$ cat src/rtl/adc_cap_pkg.sv
package adc_cap_pkg;

  typedef enum logic [1:0] {
    ST_IDLE  = 2'd0,
    ST_START = 2'd1,
    ST_WAIT  = 2'd2,
    ST_READ  = 2'd3
  } acq_state_t;

  // bits needed to count 0 .. n-1
  function automatic int cnt_bits(input int n);
    return (n < 2) ? 1 : $clog2(n);
  endfunction

  // busy cycles of one acquisition: start pulse + wait + readout
  function automatic int acq_cycles(input int cnv_len, input int conv_wait,
                                    input int sck_half, input int nbits);
    return cnv_len + conv_wait + 2 * sck_half * nbits;
  endfunction

endpackage

$ cat src/rtl/adc_seq_ctrl.sv
module adc_seq_ctrl
  import adc_cap_pkg::*;
#(
  parameter int DATA_W    = 8,
  parameter int CNV_LEN   = 2,
  parameter int CONV_WAIT = 400
) (
  input  logic clk,
  input  logic rst_n,
  input  logic start_evt,
  input  logic bit_end,
  output logic cnv_on,
  output logic read_on,
  output logic busy,
  output logic done_evt
);
  localparam int MAXC = (CNV_LEN > CONV_WAIT) ? CNV_LEN : CONV_WAIT;
  localparam int CW   = cnt_bits(MAXC);
  localparam int BW   = cnt_bits(DATA_W);
  localparam logic [CW-1:0] CNV_LAST  = CW'(CNV_LEN - 1);
  localparam logic [CW-1:0] WAIT_LAST = CW'(CONV_WAIT - 1);
  localparam logic [BW-1:0] BIT_LAST  = BW'(DATA_W - 1);

  acq_state_t st_q;
  logic [CW-1:0] cnt_q;
  logic [BW-1:0] bit_q;
  logic last_bit;

  assign last_bit = (bit_q == BIT_LAST);

  always_ff @(posedge clk) begin
    if (!rst_n) begin
      st_q  <= ST_IDLE;
      cnt_q <= '0;
      bit_q <= '0;
    end else begin
      case (st_q)
        ST_IDLE: begin
          if (start_evt) begin
            st_q  <= ST_START;
            cnt_q <= '0;
          end
        end
        ST_START: begin
          if (cnt_q == CNV_LAST) begin
            st_q  <= ST_WAIT;
            cnt_q <= '0;
          end else begin
            cnt_q <= cnt_q + 1'b1;
          end
        end
        ST_WAIT: begin
          if (cnt_q == WAIT_LAST) begin
            st_q  <= ST_READ;
            cnt_q <= '0;
            bit_q <= '0;
          end else begin
            cnt_q <= cnt_q + 1'b1;
          end
        end
        ST_READ: begin
          if (bit_end) begin
            if (last_bit) st_q <= ST_IDLE;
            else          bit_q <= bit_q + 1'b1;
          end
        end
        default: st_q <= ST_IDLE;
      endcase
    end
  end

  assign cnv_on   = (st_q == ST_START);
  assign read_on  = (st_q == ST_READ);
  assign busy     = (st_q != ST_IDLE);
  assign done_evt = read_on && bit_end && last_bit;

endmodule

$ cat src/rtl/adc_sck_gen.sv
module adc_sck_gen
  import adc_cap_pkg::*;
#(
  parameter int SCK_HALF = 4
) (
  input  logic clk,
  input  logic rst_n,
  input  logic run,
  output logic sck,
  output logic smp_stb,
  output logic bit_end
);
  localparam int PW = cnt_bits(2 * SCK_HALF);
  localparam logic [PW-1:0] PH_RISE = PW'(SCK_HALF);
  localparam logic [PW-1:0] PH_SMP  = PW'(SCK_HALF - 1);
  localparam logic [PW-1:0] PH_END  = PW'(2 * SCK_HALF - 1);

  logic [PW-1:0] ph_q;

  always_ff @(posedge clk) begin
    if (!rst_n || !run) ph_q <= '0;
    else if (ph_q == PH_END) ph_q <= '0;
    else ph_q <= ph_q + 1'b1;
  end

  // low for SCK_HALF cycles, then high for SCK_HALF cycles
  assign sck     = run && (ph_q >= PH_RISE);
  // the edge that raises sck also captures the data bit
  assign smp_stb = run && (ph_q == PH_SMP);
  assign bit_end = run && (ph_q == PH_END);

endmodule

$ cat src/rtl/adc_shift_in.sv
module adc_shift_in #(
  parameter int DATA_W = 8
) (
  input  logic              clk,
  input  logic              rst_n,
  input  logic              smp_stb,
  input  logic              din,
  input  logic              done_evt,
  output logic [DATA_W-1:0] data_q,
  output logic              valid_q
);
  logic [DATA_W-1:0] sr_q;

  always_ff @(posedge clk) begin
    if (!rst_n) begin
      sr_q    <= '0;
      data_q  <= '0;
      valid_q <= 1'b0;
    end else begin
      if (smp_stb) sr_q <= {sr_q[DATA_W-2:0], din};
      if (done_evt) data_q <= sr_q;
      valid_q <= done_evt;
    end
  end

endmodule

$ cat src/rtl/adc_serial_capture.sv
module adc_serial_capture #(
  parameter int DATA_W    = 8,
  parameter int CNV_LEN   = 2,
  parameter int CONV_WAIT = 400,
  parameter int SCK_HALF  = 4
) (
  input  logic              clk,
  input  logic              rst_n,
  input  logic              smp_req,
  input  logic              adc_dout,
  output logic              adc_cnv,
  output logic              adc_sck,
  output logic [DATA_W-1:0] smp_data,
  output logic              smp_valid
);
  logic req_d;
  logic req_rise;
  logic start_evt;
  logic busy;
  logic read_on;
  logic smp_stb;
  logic bit_end;
  logic done_evt;

  always_ff @(posedge clk) begin
    if (!rst_n) req_d <= 1'b0;
    else        req_d <= smp_req;
  end

  assign req_rise  = smp_req && !req_d;
  assign start_evt = req_rise && !busy;

  adc_seq_ctrl #(
    .DATA_W(DATA_W), .CNV_LEN(CNV_LEN), .CONV_WAIT(CONV_WAIT)
  ) u_ctrl (
    .clk(clk), .rst_n(rst_n), .start_evt(start_evt), .bit_end(bit_end),
    .cnv_on(adc_cnv), .read_on(read_on), .busy(busy), .done_evt(done_evt)
  );

  adc_sck_gen #(
    .SCK_HALF(SCK_HALF)
  ) u_sck (
    .clk(clk), .rst_n(rst_n), .run(read_on),
    .sck(adc_sck), .smp_stb(smp_stb), .bit_end(bit_end)
  );

  adc_shift_in #(
    .DATA_W(DATA_W)
  ) u_shift (
    .clk(clk), .rst_n(rst_n), .smp_stb(smp_stb), .din(adc_dout),
    .done_evt(done_evt), .data_q(smp_data), .valid_q(smp_valid)
  );

endmodule

$ cat config.mk
export PLATFORM = sky130hd
export DESIGN_NAME = adc_serial_capture
export DESIGN_NICKNAME = d
export VERILOG_FILES = /design/src/rtl/adc_cap_pkg.sv /design/src/rtl/adc_seq_ctrl.sv /design/src/rtl/adc_sck_gen.sv /design/src/rtl/adc_shift_in.sv /design/src/rtl/adc_serial_capture.sv
export SDC_FILE = /design/constraint.sdc
export NUM_CORES = 1
export LEC_CHECK = 0
export BUFFER_PORTS_ARGS = -buffer_cell sky130_fd_sc_hd__clkbuf_2
export CELL_PAD_IN_SITES_DETAIL_PLACEMENT = 0
export CELL_PAD_IN_SITES_GLOBAL_PLACEMENT = 2
export CORE_MARGIN = 2
export CORE_UTILIZATION = 35
export DETAILED_ROUTE_END_ITERATION = 12
export PLACE_DENSITY_LB_ADDON = 0.05
export SLEW_MARGIN = 0
export SYNTH_ARGS = -nofsm -noshare
export SYNTH_HDL_FRONTEND = slang
export SYNTH_SLANG_ARGS = --single-unit
$ cat constraint.sdc
create_clock -name clk -period 2.2 [get_ports clk]
set_input_delay 0.44 -clock clk [delete_from_list [all_inputs] [get_ports clk]]
set_output_delay 0.44 -clock clk [all_outputs]
set_load 0.05 [all_outputs]
==> results by group, run 1 <==
STA
  – Setup ws final: 130 ps
  – Setup tns final: 0 ps
  – Tcrit/Tclk final: 0.941
  – Max Freq: 483 MHz
  – Worst-Margin Slew: about 470 ps
  – Final hold viol count: 0
  – RSZ-0062 raised after global routing: false
  – Headroom to the max-slew limit: 0.685
  – Min Tclk post-route: between 2000 and 2500 ps
  – Clock Skew: between 4 and 5 ps
  – Fin. max-slew vios: 0
  – Final setup vio count: 0

CTS
  – H-tree levels: 2
  – Root Buffer Master: clkbuf_8
  – Post-CTS Setup Repair Bufs: 0
  – Clock sink count: 35
  – Resized cells post-CTS: 0
  – Worst-path clk slew: approximately 70 ps
  – Cts hold-fix bufs: 0
  – CTS Buf Count: 5
  – Clock Tree Buf Depth: 2
  – CTS tree: yes
  – Worst skew pair latency: between 200 and 300 ps

Setup path
  – Bufs and invs on worst path: 0
  – R2R Setup Slk: approximately 130 ps
  – Setup crit start kind: flip-flop
  – Reg2Reg Depth: 5
  – Reg-to-Reg End: u_ctrl.bit_q[0]
  – Critical path's top delay family: simple AND/OR/NAND/NOR gates
  – WS Path Type: flip-flop to flip-flop
  – Critical path arrival: about 2300 ps
  – Crit path largest cell delay: approximately 560 ps
  – Reg2reg start: u_ctrl.cnt_q[0]
  – Required @ worst endpoint: ~2400 ps
  – Worst path cell trace: ha_1 > nand4b_1 > o41a_1 > or4b_1 > a21oi_1
  – CP max stage cell: or4b_1
  – CP Max Fanout: 12
  – Crit. End Element: flip-flop

Power
  – Comb pwr share: 0.305
  – Cell area power density: a little over 800 nW/um^2
  – Switching power: about 0.58 mW
  – Switch share: 0.352
  – Peak VDD IR: between 300 and 400 uV
  – Clk pwr share: 0.282
  – Power share of the sequential group: 0.413
  – Pint: roughly 1.1 mW
  – Tot Pwr: 1.64 mW
  – Pleak: a little over 0.7 nW

Route
  – DRC Markers: 0
  – Final WL: ~4100 um
  – Routed via count: approximately 1600
  – Post-route ant nets: 0
  – Vias per cell: 5.33
  – Routed length per instance: 14.0 um
  – Starting DRT DRC Count: 83
  – First-pass iteration count of the detailed router: 4

Synth
  – Average size of a mapped cell: around 8.4 um^2
  – Synthesized area: approximately 1700 um^2
  – Post-Synthesis Cells: approximately 210
  – Seq cells post-synth: 35
  – Syn Nets: around 230
  – Sequential share of the synthesized area: 0.403
  – Yosys warnings: 0
  – Area leader, netlist: dfxtp_1
  – Synth Flop Type: dfxtp_1
  – Share of the synthesized area in the top cell type: 0.403
  – Synth cell types: 38
  – Post-synth EDFFs: 0
  – Synth area leaders: dfxtp_1, ha_1, nand2_1
  – FFs w/ async S/R, synth: 0

Finish
  – Diodes inserted: 0
  – Fin area: 2000 um^2
  – Share of layout cells above drive strength 1: 0.142
  – Layout net count: between 200 and 250
  – Layout overhead on the synthesized area: 15.0%

Placement
  – Dpl hpwl: a little under 3000 um
  – Placer Congestion: between 0.7 and 0.8
  – Port buffer count: 14
  – Cell Area, Placed: 1910 um^2
  – Worst slack, placed: between 100 and 150 ps

Die
  – IO Pins: 15
  – Die area: 5550 um^2
  – Core box area: about 4800 um^2
  – Chip height: about 74 um
  – Row count: 25
  – Die width: 74.5 um
  – Initial Util: 0.366

Job
  – Max cap viols: 0

Hold path
  – HP Class: input port to flip-flop
  – Cell depth of the worst hold path: 2
  – Critical hold path startpoint: smp_req
  – Min-Delay Endpoint: req_d

Global route
  – Largest net degree at the start of global routing: 18
  – Wire length of the first global-routing pass: slightly below 7000 um
  – Number of global-route vias before repair: between 1000 and 1500
  – Initial antenna violation count: 0
  – Total grt overflow: 0
  – Gr usage total: 0.159

Outcome
  – Status: finished, final reports clean
-- per-layer routing --
| metal | global-route usage | part of all wire | vias to the layer above |
|---|---|---|---|
| met4 | 0.0417 | 0.0029 | 0 |
| met1 | 0.227 | 0.50 | 744 |
| met2 | 0.238 | 0.46 | 29 |
| li1 | - | - | 787 |
| met3 | 0.0447 | 0.039 | 2 |
| met5 | 0 | 0 | - |
-- how the worst max path moves through the flow --
stage	depth (start not counted)	to	start	slack, ps
6_report	5	u_ctrl.bit_q[0]	u_ctrl.cnt_q[0]	130
5_1_grt	5	u_ctrl.bit_q[0]	u_ctrl.cnt_q[0]	20
4_1_cts	5	u_ctrl.bit_q[0]	u_ctrl.cnt_q[0]	160
3_5_place_dp	5	u_ctrl.bit_q[0]	u_ctrl.cnt_q[0]	140
3_3_place_gp	5	u_ctrl.bit_q[0]	u_ctrl.cnt_q[0]	250
2_1_floorplan	4	adc_sck	u_ctrl.st_q[0]	240
-- area by class of cell --
cell class                      count  area, um^2
Inverter                            8        30.0
Clock inverter                      1        5.00
Multi-Input combinational cell    152         952
Tap cell                           67        83.8
Clock buffer                        6        82.6
Sequential cell                    35         701
Timing Repair Buffer               24         145
Fill cell                         513        2760
-- synth_stat cells, types with 2 or more instances --
cell type / n
nor2_1: 7
dfxtp_1: 35
o2111ai_1: 10
o21ai_0: 5
nand3_1: 14
nor2b_1: 2
a21oi_1: 22
inv_1: 7
nor4_1: 2
buf_2: 2
buf_1: 2
a31oi_1: 4
ha_1: 13
nand2_1: 39
clkbuf_1: 8
nand4b_1: 5
mux2i_1: 3
o211ai_1: 7
and2_1: 2
-- flip-flops by register name (all words and copies together) (netlist names) --
name             count
u_shift.valid_q      1
u_ctrl.bit_q         3
req_d                1
u_shift.data_q       8
u_ctrl.cnt_q         9
u_ctrl.st_q          2
u_sck.ph_q           3
u_shift.sr_q         8
-- logic make-up (layout without fill, tap and decap cells) --
family / count (synthesis) / count (layout) / share of synthesized area
and+or+nand+nor: 80 / 80 / 0.225
adders and majority gates: 13 / 13 / 0.0936
buffers and inverters: 21 / 39 / 0.0490
DFF: 35 / 35 / 0.403
muxes: 3 / 3 / 0.0173
AOI/OAI and AO/OA: 56 / 56 / 0.212
-- through the flow --
step                hold slack, ps   util  std cells
floorplan                      399      -        208
global placement               407  0.402        286
detailed placement             418  0.402        286
CTS                            374  0.421        293
global route                   386  0.421        293
finish                         385  0.421        293
-- layout by cell type, fill, tap and decap left out, types with 2 or more instances in the layout --
cell	netlist	routed
and2_1	2	2
o21ai_0	5	5
a31oi_1	4	4
mux2i_1	3	3
o211ai_1	7	7
inv_1	7	7
clkbuf_2	0	14
ha_1	13	13
nand4b_1	5	5
nor4_1	2	2
clkbuf_8	0	6
nor2_1	7	7
buf_4	1	10
o2111ai_1	10	10
dfxtp_1	35	35
nand3_1	14	14
nand2_1	39	39
a21oi_1	22	22
nor2b_1	2	2
-- power by group through the flow --
stage	Sequential, mW	Combinational (mW)	Clock (mW)
2_1_floorplan	0.685	0.335	0
5_1_grt	0.681	0.548	0.507
3_3_place_gp	0.688	0.486	0
4_1_cts	0.676	0.499	0.481
6_report	0.677	0.499	0.461
3_5_place_dp	0.691	0.498	0
(Power assumes the default switching activity.)
==> run 2: changes to the inputs <==
Settings changed: ABC_AREA set to 1, CORE_UTILIZATION 35 to 33, HOLD_SLACK_MARGIN set to 0.15, MAX_ROUTING_LAYER set to met4.
==> run 2 against run 1 <==
Combinational power rose by 26%. Cell area is 1.5% lower. Wire length decreased by 4.5%. Count of clock-buffer cells in the layout stayed put. Area after synthesis shrank 1.4%. Cell count is 13% higher. Flip-flop and latch count unchanged. Total power rose by 9.1%. Global-route usage fell by 1.0 points. Via count decreased by 4.7%. Critical path type is now flip-flop to primary output. Critical endpoint is now adc_sck. Largest cell class unchanged.
==> results by group, run 2 <==
Finish
  – Diodes inserted: 0
  – Share of layout cells above drive strength 1: 0.134
  – Most common cell after layout, fill and taps aside: nand2_1
  – Layout net count: 278
  – Final core utilization: 0.388
  – Fillers: 586
  – Multi-input logic area: between 800 and 900 um^2
  – Reg area: 701 um^2
  – Reg with most FFs: u_ctrl.cnt_q
  – Max reg flops: 9
  – Most frequent cells in the layout: nand2_1, nor2_1, dfxtp_1
  – Biggest regs: u_ctrl.cnt_q: 9 flops, u_shift.data_q: 8 flops, u_shift.sr_q: 8 flops
  – Layout overhead on the synthesized area: 14.9%

Power
  – Cell area power density: 907 nW/um^2
  – Tot Pwr: 1.79 mW
  – Peak VDD IR: 325 uV
  – Pleak: roughly 0.83 nW

Setup path
  – Worst path cell trace: ha_1 > nand2_1 > inv_1 > clkbuf_2
  – Bufs and invs on worst path: 2
  – CP max stage cell: dfxtp_1
  – Critical path's top delay family: flip-flops
  – WS Path Type: flip-flop to primary output
  – Crit. End Element: primary output
  – Reg2reg start: u_ctrl.st_q[0]
  – Required @ worst endpoint: 1760 ps
  – Reg-to-Reg End: u_shift.data_q[6]
  – R2R Setup Slk: around 500 ps
  – CP Max Fanout: 7
  – Crit path largest cell delay: approximately 390 ps
  – Setup crit start kind: flip-flop
  – Critical path arrival: roughly 1400 ps
  – Reg2Reg Depth: 4

Global route
  – Gr usage total: 0.149
  – Number of global-route vias before repair: 1476
  – Largest net degree at the start of global routing: 25
  – Total grt overflow: 0
  – Initial antenna violation count: 0
  – Wire length of the first global-routing pass: 6730 um

Route
  – Vias per cell: ~4.5
  – First-pass iteration count of the detailed router: 4
  – Starting DRT DRC Count: 75
  – Final WL: 3920 um
  – Routed length per instance: 11.8 um
  – Routed via count: 1489
  – DRC Markers: 0
  – Post-route ant nets: 0

Outcome
  – Status: finished, final reports clean

Synth
  – Area leader, netlist: dfxtp_1
  – Syn Nets: 256
  – Average size of a mapped cell: between 7 and 8 um^2
  – Synth area leaders: dfxtp_1, nand2_1, ha_1
  – Post-synth EDFFs: 0
  – Top cells by count, synth: nand2_1, nor2_1, dfxtp_1
  – Sequential share of the synthesized area: 0.409
  – Seq cells post-synth: 35
  – FFs w/ async S/R, synth: 0
  – Count leader, synth: nand2_1
  – Synth Flop Type: dfxtp_1
  – Share of the synthesized area in the top cell type: 0.409
  – Synth cell types: 20
  – Post-Synthesis Cells: 239
  – Synthesized area: approximately 1700 um^2
  – Yosys warnings: 0

CTS
  – Resized cells post-CTS: 0
  – Post-CTS Setup Repair Bufs: 0
  – Clock Tree Buf Depth: 2
  – CTS tree: yes
  – Cts hold-fix bufs: 0
  – H-tree levels: 2
  – Worst-path clk slew: approximately 70 ps
  – Root Buffer Master: clkbuf_8
  – Worst skew pair latency: between 200 and 300 ps
  – CTS Buf Count: 5
  – Clock sink count: 35

Die
  – Row count: 26
  – IO Pins: 15
  – Die width: roughly 76 um
  – Die area: a little under 6000 um^2
  – Chip height: 76.1 um
  – Initial Util: 0.338
  – Core box area: just over 5000 um^2

STA
  – Max Freq: 545 MHz
  – RSZ-0062 raised after global routing: false
  – Final hold viol count: 0
  – Worst-Margin Slew: roughly 570 ps
  – Min Tclk post-route: 1840 ps
  – Setup tns final: 0 ps
  – Headroom to the max-slew limit: 0.619
  – Final setup vio count: 0
  – Fin. max-slew vios: 0
  – Clock Skew: 7.31 ps
  – Tcrit/Tclk final: 0.834

Job
  – Max cap viols: 0

Hold path
  – Min-Delay Endpoint: req_d
  – Critical hold path startpoint: smp_req
  – Cell depth of the worst hold path: 3
  – HP Class: input port to flip-flop

Placement
  – Placer Congestion: roughly 0.73
  – Port buffer count: 14
  – Dpl hpwl: about 2900 um
==> run 2: cell count changes in the layout (fill, tap and decap cells not counted), sizes merged, moves of 6 or more <==
cell,delta
nor2,+31
inv,+28
o21ai,+16
nand2,+11
o2111ai,-10
o211ai,-7
buf,-6
==> run 2: worst reg2reg max path, stage by stage (launching register included) <==
cell and delay, ps:
dfxtp_1 390, ha_1 320, nand3_1 460, o21ai_0 340, a21oi_1 60
==> run 2: worst max path at each step <==
stage | from | end | slack (ps) | cells past startpoint
global placement | u_ctrl.st_q[1] | u_shift.data_q[3] | 490 | 4
detailed placement | u_ctrl.st_q[0] | u_shift.data_q[6] | 460 | 4
floorplan | u_ctrl.st_q[1] | u_ctrl.cnt_q[6] | 760 | 6
finish | u_ctrl.st_q[0] | adc_sck | 360 | 4
CTS | u_ctrl.st_q[0] | adc_sck | 340 | 4
global route | u_ctrl.st_q[0] | u_shift.data_q[5] | 210 | 4
==> run 2: cell type report <==
type	count	share of cell area
Sequential cell	35	0.356
Clock buffer	6	0.0368
Clock inverter	2	0.00635
Tap cell	70	0.0445
Multi-Input combinational cell	165	0.437
Timing Repair Buffer	18	0.0508
Inverter	36	0.0686
==> run 2: cell families (layout without fill, tap and decap cells) <==
logic type,Yosys count,count (layout),share of synthesized area
AOI/OAI and AO/OA,45,45,0.134
and+or+nand+nor,107,107,0.274
buffers and inverters,39,62,0.0890
DFF,35,35,0.409
adders and majority gates,13,13,0.0949
==> run 2: metal layers <==
metal / global-route usage / routed length, um / up-vias
met1: 0.183 / 1900 / 665
li1: - / - / 803
met4: 0.0527 / 57 / 0
met5: - / 0 / -
met2: 0.242 / 1860 / 15
met3: 0.0344 / 108 / 6
==> run 2: power by group <==
part | switching [mW] | internal, mW
combinational | 0.440 | 0.191
sequential | 0.0292 | 0.662
clock | 0.242 | 0.221
total | 0.712 | 1.07
==> run 2: per-stage QoR <==
| stage | cells | hold WS (ps) | setup WS [ps] | cell area [um^2] |
|---|---|---|---|---|
| 2_1_floorplan | 239 | 399 | 758 | 1710 |
| 3_3_place_gp | 324 | 407 | 493 | 1880 |
| 3_5_place_dp | 324 | 413 | 457 | 1880 |
| 4_1_cts | 332 | 336 | 339 | 1970 |
| 5_1_grt | 332 | 389 | 215 | 1970 |
| 6_report | 332 | 354 | 365 | 1970 |
==> run 3: changes to the inputs <==
Settings changed: ABC_AREA 1 to 0, CORE_UTILIZATION 33 to 35.
Clock period 2.2 ns to 1.8 ns, I/O delays scaled along.
==> run 3 against run 2 <==
Sequential power up 20%. Critical path depth up 1. First-iteration DRC count up 39%. Via count up 9.3%. Clock skew about the same. Clock power up 83%. Sequential share of layout area down 3.7 points. Setup slack worse by 350 ps. Cell area up 12%. Wire length up 10%.
==> results by group, run 3 (synthesized netlist as in run 1, its figures left out) <==
Outcome
  – Status: finished, final reports clean

Die
  – Initial Util: 0.366
  – Row count: 25
  – Chip height: approximately 74 um
  – IO Pins: 15
  – Core box area: between 4000 and 5000 um^2
  – Die width: about 74 um
  – Die area: between 5000 and 6000 um^2

STA
  – Setup tns final: 0 ps
  – Headroom to the max-slew limit: 0.751
  – Min Hold Slack: around 300 ps
  – Max Freq: roughly 560 MHz
  – Final hold viol count: 0
  – Final setup vio count: 0
  – Fin. max-slew vios: 0
  – Min Tclk post-route: about 1800 ps
  – Tcrit/Tclk final: 0.990
  – Worst-Margin Slew: between 300 and 400 ps
  – Clock Skew: roughly 7.7 ps
  – RSZ-0062 raised after global routing: true

Finish
  – Layout overhead on the synthesized area: 27.3%
  – Reg with most FFs: u_ctrl.cnt_q
  – Share of layout cells above drive strength 1: 0.231
  – Biggest regs: u_ctrl.cnt_q: 9 flops, u_shift.data_q: 8 flops, u_shift.sr_q: 8 flops
  – Max reg flops: 9
  – Most common cell after layout, fill and taps aside: nand2_1
  – Most frequent cells in the layout: nand2_1, dfxtp_1, buf_4
  – Layout net count: 258
  – Diodes inserted: 0

CTS
  – CTS Buf Count: 5
  – Worst skew pair latency: between 200 and 300 ps
  – H-tree levels: 2
  – Cts hold-fix bufs: 0
  – Root Buffer Master: clkbuf_8
  – Worst-path clk slew: approximately 70 ps
  – Clock sink count: 35
  – Clock Tree Buf Depth: 2
  – CTS tree: yes

Placement
  – Dpl hpwl: about 3100 um
  – Port buffer count: 14
  – Placer Congestion: slightly below 0.9

Route
  – DRC Markers: 0
  – First-pass iteration count of the detailed router: 7
  – Final WL: 4320 um
  – Vias per cell: 5.27
  – Post-route ant nets: 0
  – Starting DRT DRC Count: approximately 100
  – Routed length per instance: 14.0 um
  – Routed via count: between 1500 and 2000

Power
  – Power share of the sequential group: 0.347
  – Pleak: just over 0.8 nW
  – Clk pwr share: 0.357
  – Comb pwr share: 0.297
  – Cell area power density: around 1100 nW/um^2
  – Tot Pwr: roughly 2.4 mW
  – Peak VDD IR: 857 uV
  – Switch share: 0.320
  – Pint: about 1.6 mW
  – Switching power: 0.762 mW

Global route
  – Total grt overflow: 0
  – Gr usage total: 0.175
  – Number of global-route vias before repair: 1515
  – Wire length of the first global-routing pass: roughly 7000 um
  – Initial antenna violation count: 0
  – Largest net degree at the start of global routing: 18

Setup path
  – WS Path Type: flip-flop to flip-flop
  – CP max stage cell: or4b_1
  – Crit path largest cell delay: ~530 ps
  – Bufs and invs on worst path: 0
  – Required @ worst endpoint: 2020 ps
  – Crit. End Element: flip-flop
  – Worst path cell trace: ha_4 > nand4b_1 > o41a_1 > or4b_1 > a21oi_1
  – CP Max Fanout: 4
  – Critical path arrival: 2000 ps
  – Setup crit start kind: flip-flop
  – Critical path's top delay family: simple AND/OR/NAND/NOR gates

Job
  – Max cap viols: 0

Hold path
  – HP Class: input port to flip-flop
## run 3: changes by cell type in the layout (fill, tap and decap cells not counted), moves of 4 or more
cell       delta
o2111ai_1    +10
nand4_1       -4
nand2_1       -6
o21ai_0      -16
nand3_1       +4
buf_4        +21
nand4b_1      +5
a31oi_1       +4
inv_1        -27
o211ai_1      +7
nor2_1       -30
## run 3: power groups by stage
stage	combinational, mW	sequential, mW	clock, mW
detailed placement	0.669	0.843	0
global placement	0.662	0.840	0
floorplan	0.414	0.837	0
global route	0.769	0.830	0.906
CTS	0.673	0.826	0.865
finish	0.707	0.826	0.850
## run 3: per-layer routing
layer / wire length, um / global-route usage / vias up
met2: 1990 / 0.255 / 31
met3: 143 / 0.0407 / 7
met1: 2120 / 0.232 / 773
li1: - / - / 817
met4: 67 / 0.0714 / 0
met5: 0 / - / -
## run 3: repair_timing
action                                  in CTS  in global routing
gates resized for setup                      1                 13
endpoints found under the setup margin       1                 12
setup buffers                                0                  1
pin swaps                                    0                  5
## run 3: area by class of cell
class                      count  area [um^2]
clock inverter                 2         60.1
sequential                    35          706
fill                         498         2540
inverter                       8         30.0
multi-input combinational    152         1000
clock buffer                   6         72.6
tap                           67         83.8
timing repair buffer          39          260
## run 3: per-stage QoR
stage / util / area (um^2) / cells / setup slack, ps
after floorplan: - / 1740 / 208 / 30.6
after detailed placement: 0.425 / 2020 / 300 / 32.1
after global routing: 0.465 / 2210 / 309 / -72.9
after global placement: 0.425 / 2020 / 300 / 91.2
after CTS: 0.453 / 2160 / 308 / 12.3
final: 0.465 / 2210 / 309 / 18.4
## run 3: path summary, 6_finish.rpt
check                  start               to  slack [ps]  depth (start not counted)
min                  smp_req            req_d         300                          2
min reg2reg    u_sck.ph_q[0]    u_sck.ph_q[0]         420                          1
max reg2reg  u_ctrl.cnt_q[0]  u_ctrl.bit_q[0]          20                          5
max          u_ctrl.cnt_q[0]  u_ctrl.bit_q[0]          20                          5
